[src/rtl/spi_cmd_pkg.sv]
// Shared types and command codes for the serial command decoder.
// Assumes 8-bit command bytes; the code values are fixed by the host protocol.
package spi_cmd_pkg;

    typedef enum logic [1:0] {
        ST_OPC  = 2'd0,   // collecting the command byte
        ST_WR   = 2'd1,   // collecting write data
        ST_RD   = 2'd2,   // serialising a read value
        ST_SKIP = 2'd3    // ignoring bits until select rises
    } dec_state_t;

    typedef enum logic [1:0] {
        TGT_DIV  = 2'd0,
        TGT_CTRL = 2'd1,
        TGT_WORD = 2'd2
    } wr_target_t;

    localparam logic [7:0] CMD_MRST     = 8'h01;
    localparam logic [7:0] CMD_DIV_WR   = 8'h07;
    localparam logic [7:0] CMD_STAT_RD  = 8'h0A;
    localparam logic [7:0] CMD_CTRL_RD  = 8'h0B;
    localparam logic [7:0] CMD_DIV_RD   = 8'h0C;
    localparam logic [7:0] CMD_WORD_WR  = 8'h0E;
    localparam logic [7:0] CMD_CTRL_WR  = 8'h10;
    localparam logic [7:0] CMD_Q_CLEAR  = 8'h11;
    localparam logic [7:0] CMD_TX_GO    = 8'h12;

endpackage

[src/rtl/spi_pin_sync.sv]
// Synchronises the three serial input pins into the system clock domain
// and detects serial-clock edges. Assumes each serial-clock half period
// lasts longer than STAGES+1 system clocks. Select is inverted to active high.
module spi_pin_sync #(
    parameter int STAGES = 2
) (
    input  logic clk,
    input  logic rst_n,
    input  logic sck,
    input  logic cs_n,
    input  logic si,
    output logic sel,
    output logic sck_rise,
    output logic sck_fall,
    output logic si_s
);
    logic [STAGES-1:0][2:0] chain;
    logic                   sck_prev;

    // Shift {select, clock, data} through the synchroniser chain.
    always_ff @(posedge clk) begin
        if (!rst_n) begin
            chain    <= '0;
            sck_prev <= 1'b0;
        end else begin
            chain[0] <= {~cs_n, sck, si};
            for (int i = 1; i < STAGES; i++) begin
                chain[i] <= chain[i-1];
            end
            sck_prev <= chain[STAGES-1][1];
        end
    end

    assign sel      = chain[STAGES-1][2];
    assign si_s     = chain[STAGES-1][0];
    assign sck_rise = chain[STAGES-1][1] & ~sck_prev;
    assign sck_fall = ~chain[STAGES-1][1] & sck_prev;
endmodule

[src/rtl/spi_cmd_regs.sv]
// Holds the control and divider registers. Each write enable loads its
// register for one cycle. A master reset does not reach this module.
module spi_cmd_regs #(
    parameter int CTRL_W = 16,
    parameter int DIV_W  = 8
) (
    input  logic              clk,
    input  logic              rst_n,
    input  logic              ctrl_we,
    input  logic [CTRL_W-1:0] ctrl_wdata,
    input  logic              div_we,
    input  logic [DIV_W-1:0]  div_wdata,
    output logic [CTRL_W-1:0] ctrl_q,
    output logic [DIV_W-1:0]  div_q
);
    // Load the control register on its write strobe.
    always_ff @(posedge clk) begin
        if (!rst_n)       ctrl_q <= '0;
        else if (ctrl_we) ctrl_q <= ctrl_wdata;
    end

    // Load the divider register on its write strobe.
    always_ff @(posedge clk) begin
        if (!rst_n)      div_q <= '0;
        else if (div_we) div_q <= div_wdata;
    end
endmodule

[src/rtl/spi_so_shifter.sv]
// Serialises a read value onto the data-out pin. The value is loaded
// MSB-aligned when a read command completes. Each later serial-clock fall
// presents the next bit and raises the enable. Select going away idles it.
module spi_so_shifter #(
    parameter int WORD_W = 32
) (
    input  logic              clk,
    input  logic              rst_n,
    input  logic              sel,
    input  logic              load,
    input  logic [WORD_W-1:0] load_val,
    input  logic              sck_fall,
    output logic              so,
    output logic              so_oe
);
    logic [WORD_W-1:0] sh;
    logic              armed;

    // Load, then shift out one bit per falling serial-clock edge.
    always_ff @(posedge clk) begin
        if (!rst_n || !sel) begin
            sh    <= '0;
            armed <= 1'b0;
            so    <= 1'b0;
            so_oe <= 1'b0;
        end else if (load) begin
            sh    <= load_val;
            armed <= 1'b1;
        end else if (sck_fall && armed) begin
            so    <= sh[WORD_W-1];
            sh    <= {sh[WORD_W-2:0], 1'b0};
            so_oe <= 1'b1;
        end
    end
endmodule

[src/rtl/spi_cmd_dec.sv]
// Serial command decoder (mode 0, active-low select). Collects the command
// byte, then routes data to the registers or the word queue, serialises
// read-backs, or fires one-shot strobes. Assumes the queue flags are
// synchronous to clk and the serial clock is slow relative to clk.
module spi_cmd_dec #(
    parameter int SYNC_STAGES = 2,
    parameter int CTRL_W      = 16,
    parameter int DIV_W       = 8,
    parameter int WORD_W      = 32
) (
    input  logic              clk,
    input  logic              rst_n,
    input  logic              sck,
    input  logic              cs_n,
    input  logic              si,
    output logic              so,
    output logic              so_oe,
    input  logic              q_empty,
    input  logic              q_half,
    input  logic              q_full,
    output logic [CTRL_W-1:0] ctrl_reg,
    output logic [DIV_W-1:0]  div_reg,
    output logic              push,
    output logic [WORD_W-1:0] push_data,
    output logic              q_clear,
    output logic              mreset,
    output logic              tx_go
);
    import spi_cmd_pkg::*;

    localparam int OP_W  = 8;
    localparam int CNT_W = $clog2(WORD_W);
    localparam logic [CNT_W-1:0] OP_LAST = CNT_W'(OP_W - 1);

    logic              sel, sck_rise, sck_fall, si_s;
    dec_state_t        st;
    wr_target_t        tgt;
    logic [CNT_W-1:0]  bcnt, wlast;
    logic [OP_W-2:0]   op_sh;
    logic [WORD_W-2:0] in_sh;
    logic [OP_W-1:0]   op_nxt;
    logic [WORD_W-1:0] word_nxt, rd_val;
    logic              op_done, commit, rd_load;
    logic [7:0]        status;

    spi_pin_sync #(.STAGES(SYNC_STAGES)) u_sync (
        .clk(clk), .rst_n(rst_n), .sck(sck), .cs_n(cs_n), .si(si),
        .sel(sel), .sck_rise(sck_rise), .sck_fall(sck_fall), .si_s(si_s)
    );

    assign op_nxt   = {op_sh, si_s};
    assign word_nxt = {in_sh, si_s};
    assign op_done  = sel && sck_rise && (st == ST_OPC) && (bcnt == OP_LAST);
    assign commit   = sel && sck_rise && (st == ST_WR) && (bcnt == wlast);
    assign status   = {2'b00, q_full, q_half, q_empty, 3'b000};

    // Pick the MSB-aligned read-back value for a completing read command.
    always_comb begin
        rd_load = op_done;
        case (op_nxt)
            CMD_STAT_RD: rd_val = {status, {(WORD_W-8){1'b0}}};
            CMD_CTRL_RD: rd_val = {ctrl_reg, {(WORD_W-CTRL_W){1'b0}}};
            CMD_DIV_RD:  rd_val = {div_reg, {(WORD_W-DIV_W){1'b0}}};
            default: begin
                rd_val  = '0;
                rd_load = 1'b0;
            end
        endcase
    end

    spi_cmd_regs #(.CTRL_W(CTRL_W), .DIV_W(DIV_W)) u_regs (
        .clk(clk), .rst_n(rst_n),
        .ctrl_we(commit && (tgt == TGT_CTRL)), .ctrl_wdata(word_nxt[CTRL_W-1:0]),
        .div_we(commit && (tgt == TGT_DIV)), .div_wdata(word_nxt[DIV_W-1:0]),
        .ctrl_q(ctrl_reg), .div_q(div_reg)
    );

    spi_so_shifter #(.WORD_W(WORD_W)) u_so (
        .clk(clk), .rst_n(rst_n), .sel(sel), .load(rd_load), .load_val(rd_val),
        .sck_fall(sck_fall), .so(so), .so_oe(so_oe)
    );

    // Command/data sequencer and one-cycle strobe generation.
    always_ff @(posedge clk) begin
        if (!rst_n) begin
            st <= ST_OPC;  tgt <= TGT_DIV;  bcnt <= '0;  wlast <= '0;
            op_sh <= '0;   in_sh <= '0;
            push <= 1'b0;  push_data <= '0;
            q_clear <= 1'b0;  mreset <= 1'b0;  tx_go <= 1'b0;
        end else begin
            push <= 1'b0;  q_clear <= 1'b0;  mreset <= 1'b0;  tx_go <= 1'b0;
            if (!sel) begin
                st   <= ST_OPC;
                bcnt <= '0;
            end else if (sck_rise) begin
                case (st)
                    ST_OPC: begin
                        op_sh <= op_nxt[OP_W-2:0];
                        if (bcnt == OP_LAST) begin
                            bcnt <= '0;
                            st   <= ST_SKIP;
                            case (op_nxt)
                                CMD_MRST:    begin mreset <= 1'b1; q_clear <= 1'b1; end
                                CMD_Q_CLEAR: q_clear <= 1'b1;
                                CMD_TX_GO:   tx_go   <= 1'b1;
                                CMD_DIV_WR:  begin st <= ST_WR; tgt <= TGT_DIV;  wlast <= CNT_W'(DIV_W-1);  end
                                CMD_CTRL_WR: begin st <= ST_WR; tgt <= TGT_CTRL; wlast <= CNT_W'(CTRL_W-1); end
                                CMD_WORD_WR: begin st <= ST_WR; tgt <= TGT_WORD; wlast <= CNT_W'(WORD_W-1); end
                                CMD_STAT_RD, CMD_CTRL_RD, CMD_DIV_RD: st <= ST_RD;
                                default: ;
                            endcase
                        end else begin
                            bcnt <= bcnt + 1'b1;
                        end
                    end
                    ST_WR: begin
                        in_sh <= word_nxt[WORD_W-2:0];
                        if (commit) begin
                            bcnt <= '0;
                            if (tgt == TGT_WORD) begin
                                push      <= !q_full;
                                push_data <= word_nxt;
                            end else begin
                                st <= ST_SKIP;
                            end
                        end else begin
                            bcnt <= bcnt + 1'b1;
                        end
                    end
                    default: ;
                endcase
            end
        end
    end


    so_idle_chk: assert property (@(posedge clk) disable iff (!rst_n)
        !sel |=> !so_oe);


    so_read_only_chk: assert property (@(posedge clk) disable iff (!rst_n)
        so_oe |-> (st == ST_RD));


    mreset_clears_chk: assert property (@(posedge clk) disable iff (!rst_n)
        mreset |-> q_clear);


    mreset_keeps_ctrl_chk: assert property (@(posedge clk) disable iff (!rst_n)
        mreset |=> $stable(ctrl_reg));


    no_push_when_full_chk: assert property (@(posedge clk) disable iff (!rst_n)
        push |-> !$past(q_full));


    strobe_excl_chk: assert property (@(posedge clk) disable iff (!rst_n)
        $onehot0({push, q_clear, tx_go}));


    strobe_pulse_chk: assert property (@(posedge clk) disable iff (!rst_n)
        (push || q_clear || mreset || tx_go) |=> !(push || q_clear || mreset || tx_go));
endmodule

[config.mk]
export PLATFORM = sky130hd
export DESIGN_NAME = spi_cmd_dec
export DESIGN_NICKNAME = d
export VERILOG_FILES = /design/src/rtl/spi_cmd_pkg.sv /design/src/rtl/spi_pin_sync.sv /design/src/rtl/spi_cmd_regs.sv /design/src/rtl/spi_so_shifter.sv /design/src/rtl/spi_cmd_dec.sv
export SDC_FILE = /design/constraint.sdc
export NUM_CORES = 1
export LEC_CHECK = 0
export ABC_AREA = 1
export BUFFER_PORTS_ARGS = -buffer_cell sky130_fd_sc_hd__buf_2
export CORE_MARGIN = 3
export CORE_UTILIZATION = 35
export CTS_BUF_LIST = sky130_fd_sc_hd__clkbuf_16
export CTS_CLUSTER_SIZE = 28
export DETAILED_ROUTE_END_ITERATION = 6
export GPL_TIMING_DRIVEN = 1
export PLACE_DENSITY = 0.58
export SLEW_MARGIN = 0
export SYNTH_ARGS = -nofsm -noshare
export SYNTH_HDL_FRONTEND = slang
export SYNTH_SLANG_ARGS = --single-unit
[constraint.sdc]
create_clock -name clk -period 2 [get_ports clk]
set_clock_uncertainty 0.15 [all_clocks]
set_input_delay 0.4 -clock clk [delete_from_list [all_inputs] [get_ports clk]]
set_output_delay 0.4 -clock clk [all_outputs]
set_load 0.02 [all_outputs]
==> summary.txt <==
Outcome
  – Outcome: finished, final reports clean

Placement
  – DP HPWL: 9288 um
  – Placed cells: 1,034
  – GP Congestion: 0.8389
  – Port bufs: 69

Yosys
  – Post-synth EDFFs: 0
  – Simple-Gate Fraction of Synth Area: 32.04%
  – Synth cell types: 28
  – XOR/XNOR Fraction of Synth Area: 0.4775%
  – Largest family of logic cells by synthesized area: simple AND/OR/NAND/NOR gates
  – Mux share of post-synthesis cell area: 0%
  – Post-Synthesis Cells: 770
  – Synthesized area per cell: 7.146 um^2
  – Yosys reg bits: 135
  – Syn Std Cell Area: 5503 um^2
  – Top_reg_cell synth: dfxtp_1
  – Synth Area in Compound Gates: 9.391%
  – Adder-cell area share of the yosys netlist: 0.2274%
  – Async set-or-reset flop fraction in the synthesized netlist: 0%
  – Post-synthesis net count: 779
  – Sequential cell area fraction in the yosys report: 49.11%
  – Ys Warns: 0

Clock network
  – Clock Root Buffer: clkbuf_16
  – Later-pin clock latency in the skew report: 0.42 ns
  – Htree depth: 4
  – CTS clk-pin slew, worst paths: 0.06 ns
  – TritonCTS clock tree: yes
  – Num Clock Sinks: 135
  – Clock Tree Buf Depth: 2
  – CTS Buf Count: 17

Critical path
  – Nature of the critical path startpoint: flip-flop
  – Crit Path Class: reg -> reg
  – CP arrival: 2.00 ns
  – Worst EP required: 2.16 ns
  – Critical-path maximum fanout: 33
  – CP endpoint kind: flip-flop

Route
  – Drc violations: 0
  – Final WL: 13,490 um
  – Vias: 4,880
  – Avg Vias per Cell: 4.556
  – Initial drt markers: 318
  – First-pass iteration count of the detailed router: 5
  – Final ANT Viol Nets: 0
  – Drt wl/cell: 12.60 um

Final layout
  – P&R area growth vs syn: 22.53%
  – Diodes inserted: 0
  – # nets final: 856
  – Most common cell after layout, fill and taps aside: nor2_1
  – Commonest cells after routing, fill and taps aside: nor2_1, dfxtp_1, nand2_1
  – Layout cells sized above 1: 17.33%
  – Finished Layout Cells: 1,071

Flow run
  – MaxCap Viol Count: 0

Pwr
  – Leak: 3.478 nW
  – PD cells: 875.0 nW/um^2
  – VDD IR max: 611.2 uV

Floorplanning
  – Core Box Area: 15,310 um^2
  – Height of the die: 131.4 um
  – Die width: 131.4 um
  – Io pins: 70
  – FP Rows: 45
  – Initial core utilization: 35.93%
  – Die area: 17,260 um^2

Global route
  – Global-route wire length before repair: 22,500 um
  – Pin count of the biggest net entering global routing: 45
  – Initial antenna violation count: 0
  – Vias in the first global route: 4,470
  – Grt ovf: 0
  – GRT Overall Usage: 15.98%

STA
  – Slew Limit Headroom: 73.61%
  – Minimum clock period: 1.842 ns
  – Slew @ Worst Pin: 0.3958 ns
  – Final Max Slew Viols: 0
  – Setup tns final: 0 ns
  – Hold Vio Cnt, Final: 0
  – Final setup viols: 0
  – FMAX: 0.5430 GHz
  – RSZ-0062 raised after global routing: no
  – Final Cycle Share: 92.08%

Min path
  – Hold Crit Class: in -> reg
-- layer usage --
layer  global-route usage (%)  share of wire, %  wire, um
met2                    25.03                44      5937
met5                        0                 0         0
met3                    5.207               6.6       890
met4                    4.726               1.0       138
met1                    21.12                48      6526
-- final timing paths --
check	from	cells past startpoint	slack, ns	to
worst max-delay path	st[1]	9	0.16	push_data[0]
worst min-delay path	sck	3	0.04	u_sync.chain[1]
worst max register to register	st[1]	9	0.16	push_data[0]
worst min register to register	u_sync.chain[2]	2	0.26	u_sync.sel
-- through the flow --
stage,util (%),setup slack (ns),hold slack [ns],area (um^2),power (mW)
finish,44.03,0.1583,0.03593,6743,5.900
floorplan,-,0.2140,0.2405,5503,2.817
CTS,43.75,0.05179,0.01485,6700,5.973
global route,44.03,0.03014,0.05659,6743,6.096
detailed placement,39.77,0.06421,0.2515,6091,2.852
global placement,39.77,0.03219,0.2445,6091,2.852
-- what timing repair did --
action | CTS | global route
hold buffers | 2 | 0
buffers inserted | 0 | 3
gates resized for setup | 0 | 8
hold endpoints to repair | 2 | 0
setup endpoints to repair | 0 | 20
-- cell usage after synthesis, types with 2 or more instances --
master      n  area share (%)
nand3_4     3            0.95
o21ai_0    72             6.5
buf_6       4            0.82
nor2_2      3            0.34
nor4_1      3            0.34
a21oi_1    25             2.3
nand4_1     5            0.57
nand2_2     6            0.68
nor3_1      4            0.36
xor2_1      3            0.48
inv_2       2            0.14
dfxtp_1   135              49
clkbuf_1   19             1.3
nor3_4      2            0.59
buf_4       2            0.27
buf_2      12             1.1
nand2_1   131             8.9
nor2_1    195              13
nand3_1    58             5.3
inv_1      74             5.0
o21ai_1     5            0.45
-- where the power goes --
part	switching, mW	internal, mW	leakage, nW
sequential	0.00506	2.70	1.09
combinational	0.0655	0.0291	2.10
clock	1.16	1.94	0.290
total	1.23	4.67	3.48
-- layout make-up --
| class | instances | area, um^2 |
|---|---|---|
| Multi-Input combinational cell | 521 | 2331 |
| Inverter | 77 | 290.3 |
| Clock buffer | 17 | 425.4 |
| Sequential cell | 135 | 2706 |
| Fill cell | 1620 | 8572 |
| Clock inverter | 15 | 163.9 |
| Timing Repair Buffer | 95 | 561.8 |
| Tap cell | 211 | 264.0 |
-- cell families after synthesis --
group	Yosys count
AO/OA/AOI/OAI	103
XOR/XNOR	3
adder cells (fa/ha/maj)	1
buffers and inverters	114
flip-flops	135
AND/OR/NAND/NOR	414
-- worst max-delay path: stages (launching register included) --
cell and delay (ns):
dfxtp_1 0.32, inv_2 0.08, nand2_2 0.10, nor3_4 0.23, nand3_4 0.15, clkinv_2 0.15, nand2_2 0.05, buf_4 0.24
nor2_2 0.20, nor2_1 0.07
-- registers in the layout, indices dropped and copies added, names as in the netlist --
register	flops
wlast	2
st	2
u_sync.sel	1
u_regs.div_q	8
u_regs.ctrl_q	16
u_so.so_oe	1
tgt	2
bcnt	5
u_sync.si_s	1
u_so.so	1
in_sh	31
push	1
op_sh	7
u_so.armed	1
tx_go	1
q_clear	1
u_sync.sck_prev	1
u_sync.chain	4
push_data	32
mreset	1
u_so.sh	16
Note: power is estimated with default switching activity, not from simulation.
